[src/rtl/regfile_pkg.sv]
package regfile_pkg;
  function automatic int calc_rd_lat(input int fanin_stage, input int resp_stage);
    return ((fanin_stage != 0) ? 1 : 0) + ((resp_stage != 0) ? 1 : 0);
  endfunction
endpackage

[src/rtl/regfile_decode.sv]
module regfile_decode #(
  parameter int NUM_REGS = 16,
  parameter int ADDR_W   = 8
) (
  input  logic              take,
  input  logic [ADDR_W-1:0] addr,
  output logic [NUM_REGS-1:0] strobe
);
  localparam int IDX_W = ADDR_W - 2;
  logic [IDX_W-1:0] idx;
  assign idx = addr[ADDR_W-1:2];

  always_comb begin
    strobe = '0;
    for (int i = 0; i < NUM_REGS; i++) begin
      if (take && (int'(idx) == i)) strobe[i] = 1'b1;
    end
  end
endmodule

[src/rtl/regfile_storage.sv]
module regfile_storage #(
  parameter int NUM_REGS = 16,
  parameter int DATA_W   = 32
) (
  input  logic                       clk,
  input  logic                       rst,
  input  logic [NUM_REGS-1:0]        wr_strobe,
  input  logic [DATA_W-1:0]          wdata,
  output logic [NUM_REGS*DATA_W-1:0] values
);
  for (genvar g = 0; g < NUM_REGS; g++) begin : g_reg
    always_ff @(posedge clk) begin
      if (rst) values[g*DATA_W +: DATA_W] <= '0;
      else if (wr_strobe[g]) values[g*DATA_W +: DATA_W] <= wdata;
    end
  end
endmodule

[src/rtl/regfile_readback.sv]
module regfile_readback #(
  parameter int NUM_REGS    = 16,
  parameter int DATA_W      = 32,
  parameter int FANIN_STAGE = 1,
  parameter int RESP_STAGE  = 1
) (
  input  logic                       clk,
  input  logic                       rst,
  input  logic                       rd_take,
  input  logic [NUM_REGS-1:0]        rd_strobe,
  input  logic [NUM_REGS*DATA_W-1:0] values,
  output logic                       ack,
  output logic [DATA_W-1:0]          data
);
  localparam int HALF = (NUM_REGS + 1) / 2;

  logic              mid_vld;
  logic [DATA_W-1:0] mid_data;

  if (FANIN_STAGE != 0) begin : g_fanin
    logic [DATA_W-1:0] part_lo, part_hi, q_lo, q_hi;
    logic              q_vld;
    always_comb begin
      part_lo = '0;
      part_hi = '0;
      for (int i = 0; i < NUM_REGS; i++) begin
        if (i < HALF) part_lo |= values[i*DATA_W +: DATA_W] & {DATA_W{rd_strobe[i]}};
        else          part_hi |= values[i*DATA_W +: DATA_W] & {DATA_W{rd_strobe[i]}};
      end
    end
    always_ff @(posedge clk) begin
      if (rst) begin
        q_lo  <= '0;
        q_hi  <= '0;
        q_vld <= 1'b0;
      end else begin
        q_lo  <= part_lo;
        q_hi  <= part_hi;
        q_vld <= rd_take;
      end
    end
    assign mid_data = q_lo | q_hi;
    assign mid_vld  = q_vld;
  end else begin : g_flat
    always_comb begin
      mid_data = '0;
      for (int i = 0; i < NUM_REGS; i++)
        mid_data |= values[i*DATA_W +: DATA_W] & {DATA_W{rd_strobe[i]}};
    end
    assign mid_vld = rd_take;
  end

  if (RESP_STAGE != 0) begin : g_resp
    always_ff @(posedge clk) begin
      if (rst) begin
        ack  <= 1'b0;
        data <= '0;
      end else begin
        ack  <= mid_vld;
        data <= mid_data;
      end
    end
  end else begin : g_noresp
    assign ack  = mid_vld;
    assign data = mid_data;
  end
endmodule

[src/rtl/regfile_stall.sv]
module regfile_stall #(
  parameter int LAT_DIFF = 2
) (
  input  logic clk,
  input  logic rst,
  input  logic rd_take,
  output logic stall_wr
);
  if (LAT_DIFF == 0) begin : g_none
    assign stall_wr = 1'b0;
  end else begin : g_sr
    logic [LAT_DIFF-1:0] sr;
    always_ff @(posedge clk) begin
      if (rst)          sr <= '0;
      else if (rd_take) sr <= '1;
      else              sr <= sr >> 1;
    end
    assign stall_wr = sr[0];
  end
endmodule

[src/rtl/regfile_pipe_core.sv]
module regfile_pipe_core
  import regfile_pkg::*;
#(
  parameter int NUM_REGS    = 16,
  parameter int DATA_W      = 32,
  parameter int ADDR_W      = 8,
  parameter int FANIN_STAGE = 1,
  parameter int RESP_STAGE  = 1
) (
  input  logic                       clk,
  input  logic                       rst,
  input  logic                       req,
  input  logic                       req_is_wr,
  input  logic [ADDR_W-1:0]          req_addr,
  input  logic [DATA_W-1:0]          req_wdata,
  output logic                       stall_rd,
  output logic                       stall_wr,
  output logic                       rd_ack,
  output logic                       rd_err,
  output logic [DATA_W-1:0]          rd_data,
  output logic                       wr_ack,
  output logic                       wr_err,
  output logic [NUM_REGS*DATA_W-1:0] hw_regs
);
  localparam int RD_LAT = calc_rd_lat(FANIN_STAGE, RESP_STAGE);
  localparam int WR_LAT = 0;

  logic                take, wr_take, rd_take;
  logic [NUM_REGS-1:0] strobe;

  assign take    = req && !(req_is_wr ? stall_wr : stall_rd);
  assign wr_take = take && req_is_wr;
  assign rd_take = take && !req_is_wr;

  regfile_decode #(.NUM_REGS(NUM_REGS), .ADDR_W(ADDR_W)) u_dec (
    .take(take), .addr(req_addr), .strobe(strobe)
  );

  regfile_storage #(.NUM_REGS(NUM_REGS), .DATA_W(DATA_W)) u_store (
    .clk(clk), .rst(rst),
    .wr_strobe(strobe & {NUM_REGS{req_is_wr}}),
    .wdata(req_wdata), .values(hw_regs)
  );

  regfile_readback #(.NUM_REGS(NUM_REGS), .DATA_W(DATA_W),
                     .FANIN_STAGE(FANIN_STAGE), .RESP_STAGE(RESP_STAGE)) u_rb (
    .clk(clk), .rst(rst), .rd_take(rd_take),
    .rd_strobe(strobe & {NUM_REGS{!req_is_wr}}),
    .values(hw_regs), .ack(rd_ack), .data(rd_data)
  );

  regfile_stall #(.LAT_DIFF(RD_LAT - WR_LAT)) u_stall (
    .clk(clk), .rst(rst), .rd_take(rd_take), .stall_wr(stall_wr)
  );

  assign stall_rd = 1'b0;
  assign rd_err   = 1'b0;
  assign wr_ack   = wr_take;
  assign wr_err   = 1'b0;
endmodule

[config.mk]
export PLATFORM = sky130hd
export DESIGN_NAME = regfile_pipe_core
export DESIGN_NICKNAME = d
export VERILOG_FILES = /design/src/rtl/regfile_pkg.sv /design/src/rtl/regfile_decode.sv /design/src/rtl/regfile_storage.sv /design/src/rtl/regfile_readback.sv /design/src/rtl/regfile_stall.sv /design/src/rtl/regfile_pipe_core.sv
export SDC_FILE = /design/constraint.sdc
export NUM_CORES = 1
export LEC_CHECK = 0
export ABC_AREA = 1
export BUFFER_PORTS_ARGS = -buffer_cell sky130_fd_sc_hd__buf_4
export CAP_MARGIN = 20
export CORE_MARGIN = 2
export CORE_UTILIZATION = 24
export DETAILED_ROUTE_END_ITERATION = 7
export GPL_TIMING_DRIVEN = 1
export PLACE_DENSITY = 0.41
export SLEW_MARGIN = 0
export SYNTH_ARGS = -nofsm -noshare
export SYNTH_HDL_FRONTEND = slang
export SYNTH_SLANG_ARGS = --single-unit
[constraint.sdc]
create_clock -name clk -period 1.9 [get_ports clk]
set_input_delay 0.38 -clock clk [delete_from_list [all_inputs] [get_ports clk]]
set_output_delay 0.38 -clock clk [all_outputs]
set_load 0.02 [all_outputs]
== Yosys cells after proc, flatten, opt, wreduce, memory -nomap -nowiden ==
Cells that the tools add are included.
Storage, ports and cells
  bits in registers: 612
  latch bits: 0
  RAM bits: 0
  bits in read-only memories: 0
  output and inout bits: 550
  memories kept: 0
Operators by class
  $add $sub $neg: 0
  multiply operators: 0
  div/mod/pow operators: 0
  magnitude comparators: 0
  eq/ne operators: 15
  shift operators: 0
  muxes and demuxes: 18
  bitwise gates (word level): 33
  reductions and logical operators: 22
Operators with widths (number)
  32-bit bitwise AND: 16
  32-bit bitwise OR: 15
  6-bit by 5-bit == test with 1-bit output (second input constant): 8
  16-bit bitwise AND: 2
  6-bit by 4-bit == test with 1-bit output (second input constant): 4
  1-bit logical AND: 19
  1-bit 2-to-1 mux: 17
  6-bit by 3-bit == test with 1-bit output (second input constant): 2
  6-bit by 2-bit == test with 1-bit output (second input constant): 1
  6-bit logical NOT: 1
  1-bit logical NOT: 2
  2-bit 2-to-1 mux: 1

== Longest topological paths before layout ==
  depth after elaboration: 14
  depth in mapped cells: 10
  mapped depth without buffers: 8

== Cells and area by module ==
Synthesis repeated with hierarchy kept, for this count alone.
Second synthesis, totals
  cells, all modules: 4112
  area total of the unflattened synthesis: 26180.1 µm²
By module, submodules not included
  regfile_storage: times used 1, cells each 2793, area an instance 19193.4 µm²
  regfile_readback: times used 1, cells each 1185, area an instance 6391.1 µm²
  regfile_pipe_core: times used 1, cells each 78, area an instance 340.3 µm²
  regfile_decode: times used 1, cells each 49, area an instance 193.9 µm²
  regfile_stall: times used 1, cells each 7, area an instance 61.3 µm²

== Worst setup path after synthesis ==
No wires, ideal clock.
  kind: input to output
  start point: in req_is_wr
  end point: out wr_ack
  arrival time: 1.350 ns
  data required time: 1.520 ns
  setup slack: 0.170 ns
  cell stages on the path: 6
  path buffers: 4
  path through: buf_6 > inv_2 > buf_2 > buf_2 > buf_2 > nor2_1
Between the ends
  word-level cells in the longest chain between the ends: 4
Ends and longest elaborated chain
  start: declaration: RTL line regfile_pipe_core.sv:13  | input logic req_is_wr,
  1-bit 2-to-1 mux: RTL line regfile_pipe_core.sv:31  | assign take = req && !(req_is_wr ? stall_wr : stall_rd);
  1-bit logical NOT: RTL line regfile_pipe_core.sv:31
  1-bit logical AND: RTL line regfile_pipe_core.sv:31
  1-bit logical AND (*): RTL line regfile_pipe_core.sv:32  | assign wr_take = take && req_is_wr;
  end: declaration: RTL line regfile_pipe_core.sv:21  | output logic wr_ack,
Every way passes the cells marked *; elsewhere a longest branch is shown, timed or not.

== Worst setup path in the final report ==
  start point: reg u_stall.g_sr.sr[0]
  end point: out wr_ack
Between the ends
  word-level cells in the longest chain between the ends: 4
Ends and longest elaborated chain
  start: declaration: RTL line regfile_stall.sv:12  | logic [LAT_DIFF-1:0] sr;
  start signal: assignment: RTL line regfile_stall.sv:16  | else sr <= sr >> 1;
  1-bit 2-to-1 mux: RTL line regfile_pipe_core.sv:31
  1-bit logical NOT: RTL line regfile_pipe_core.sv:31
  1-bit logical AND: RTL line regfile_pipe_core.sv:31
  1-bit logical AND: RTL line regfile_pipe_core.sv:32
Every way passes these cells.

==> results by group <==
Outcome
  – Status: complete, no violations

Detailed routing
  – Total number of vias: 29000
  – Post-DRT Antenna Nets: 0
  – Final wirelength: 133000 um
  – Remaining DRCs: 0
  – Total iterations of the first detailed-routing run: 5
  – Routed wire per std cell: 23.3 um
  – Initial DRC count: 2312
  – Vias per Instance: 5.09

Floorplan
  – Starting Density: 24.2%
  – Core Rows: 123
  – Die area: 0.116 mm2
  – Chip height: 341 um
  – Core area: 0.113 mm2
  – Die width: 341 um
  – Top Ports: 594

Synthesis
  – Post-synth ARST share: 0%
  – Post-synth top flop: dfxtp_1
  – Mapped Area: 0.0273 mm2
  – FF+latch count, synth: 611
  – XOR/XNOR Fraction of Synth Area: 0%
  – Post-Synth Simple-Gate Area: 34.6%
  – Top cells by area, synth: dfxtp_1 (45%), nand4_1 (18%), nand2_1 (9.0%)
  – Synth unique cells: 24
  – Synth area leader: dfxtp_1
  – Commonest cells post-synth: nand4_1 (768), nand2_1 (651), dfxtp_1 (611)
  – Top-count cell post-synth: nand4_1
  – Largest family of logic cells by synthesized area: simple AND/OR/NAND/NOR gates
  – Number of synthesized flops with an enable pin: 0
  – Adder-cell share of the synthesized area: 0%
  – Mapped Avg Cell Area: 7.37 um2
  – Seq/Total Area, Yosys: 44.8%
  – Syn. warnings: 0
  – Top-area cell type share of the netlist area: 44.8%
  – Post-synthesis mux area share: 0%
  – Compound-Gate Fraction of Synth Area: 11.2%
  – Syn Inst Count: 3702

Worst setup path
  – Required @ worst endpoint: 1.52 ns
  – Critical path type: reg -> out
  – Crit path DAT: 1.48 ns
  – Startpoint types: flip-flop
  – Worst setup EP type: primary output
  – CP Max Fanout: 5

Global routing
  – Global-route usage over all layers: 21.7%
  – Global-route wire length before repair: 192000 um
  – Initial antenna violation count: 8
  – Largest net degree at the start of global routing: 89
  – Grt total ovfl: 0
  – Via count of the first global-routing pass: 26800

CTS
  – Clk Latency, worst-skew pair: 0.65 ns
  – Clock Sinks: 611
  – TritonCTS clock tree: done
  – Clk slew on worst S/H paths: 0.06 ns
  – Root Driver: clkbuf_16
  – CTS H-tree lvls: 3
  – Maximum clock insertion buffer count: 3
  – Total CTS buffers: 77

Placed design
  – Dpl cell area: 0.0347 mm2
  – Placer Congestion: 0.825
  – Detailed Place HPWL: 94600 um
  – DP Worst Slack: -0.187 ns
  – Port buffer count: 588

Run
  – Max Cap Viol: 0

Finish
  – Fin nets: 4189
  – Synth-to-Final Area Change: 36.5%
  – Layout Utilization: 33.1%
  – Layout cell share with drive strength beyond 1: 23.7%
  – Final Cell Area: 0.0373 mm2

Timing
  – Final clock skew: 0.0148 ns
  – # setup viols final: 0
  – Slew margin rel.: 65.0%
  – Achievable clock frequency: 539 MHz
  – Final period util: 97.7%
  – RSZ-0062 raised after global routing: true
  – Worst slew pin tran: 0.525 ns
  – Setup ws final: 0.0441 ns
  – Slew Viols, Final: 0
  – Fin crit period: 1.86 ns
  – Final hold vios: 0

Power and ir drop
  – Leak pwr: 0.0146 uW
  – VDD IR max: 0.614 mV
  – Pwr Total: 29300 uW
  – Pwr Density: 787 mW/mm2

Worst hold path
  – HP Class: in -> reg
## sequential cells by signal, summed over array words and instances (netlist names)
register	flops
u_rb.ack	1
u_rb.data	32
u_rb.g_fanin.q_hi	32
u_rb.g_fanin.q_lo	32
u_rb.g_fanin.q_vld	1
u_stall.g_sr.sr	1
u_store.values	512
## stage by stage
step	TNS [ns]	hold WS [ns]	cells
after floorplan	0	0.410	3704
after global placement	-1.06	0.426	5559
after detailed placement	-3.78	0.429	5559
after CTS	0	0.0305	5693
after global routing	-0.0476	0.0744	5697
final	0	0.0809	5703
## layout make-up
cell class,instances,area [um2]
clock buffers,112,2260
inverters,139,532
repair buffers,831,7550
fillers,11900,75400
well taps,1500,1880
clock inverters,19,154
flip-flops and latches,611,12200
diodes,6,15.0
multi-input cells,2485,12700
## routing by layer
metal  global-route usage, %  vias up  wire (um)
met5                       0        -         42
met2                    31.3      956      55700
met4                    6.18        8       3220
met3                    5.67      144      10100
li1                        -    13900          -
met1                    31.5    14000      64000
## timing repair
action,4_1_cts,5_1_grt
hold buffers,0,0
cloned,0,2
pin swaps,2,1
resized for setup,3,14
endpoints found under the setup margin,1,48
setup buffers,3,2
## placed cells by master (no fill, tap or decap)
| cell type | n |
|---|---|
| nand4_1 | 768 |
| buf_4 | 725 |
| nand2_1 | 650 |
| dfxtp_1 | 610 |
| a21oi_1 | 410 |
| nor2_1 | 389 |
| inv_1 | 134 |
| a211oi_1 | 126 |
| buf_12 | 98 |
| clkbuf_16 | 81 |
| nand3_1 | 65 |
| nor3_1 | 32 |
| clkbuf_1 | 17 |
| clkbuf_8 | 16 |
| nand3_2 | 13 |
| clkinv_2 | 13 |
| nor2_4 | 12 |
| a21oi_2 | 7 |
| diode_2 | 6 |
| inv_2 | 3 |
| conb_1 | 3 |
| buf_6 | 3 |
| nand2_2 | 2 |
| a211oi_2 | 2 |
| clkinv_8 | 2 |
| inv_6 | 2 |
| buf_8 | 2 |
| inv_8 | 1 |
| nand2_4 | 1 |
| nand2_8 | 1 |
| nor3_4 | 1 |
| inv_4 | 1 |
| nor2_8 | 1 |
| nand3_4 | 1 |
| nor2_2 | 1 |
| clkinv_4 | 1 |
| bufinv_16 | 1 |
| buf_16 | 1 |
| dfxtp_2 | 1 |
## kinds of logic after synthesis
group,after synthesis
flops,611
compound gates,545
buf+inv,608
other cells,1
simple gates,1937
## critical path, stage by stage (launching register included)
cell and delay, ns:
dfxtp_2 0.34, nand2_4 0.09, nand2_8 0.08, nor2_4 0.15
buf_4 0.16
## report_power, final
part	total [uW]	internal (uW)	switching (uW)
clock	14400	8360	6060
combinational	2040	563	1470
sequential	12900	12800	33.9
## path summary, 6_finish.rpt
kind                                            from                     to  slack, ns  depth (start not counted)
worst min register to register  u_rb.g_fanin.q_lo[5]           u_rb.data[5]       0.43                          2
worst max-delay path              u_stall.g_sr.sr[0]                 wr_ack       0.04                          4
worst max register to register    u_stall.g_sr.sr[0]  u_rb.g_fanin.q_lo[19]       0.09                         11
worst min-delay path                             rst    u_store.values[351]       0.08                          2
No activity file was read; power rests on OpenSTA's default activity.
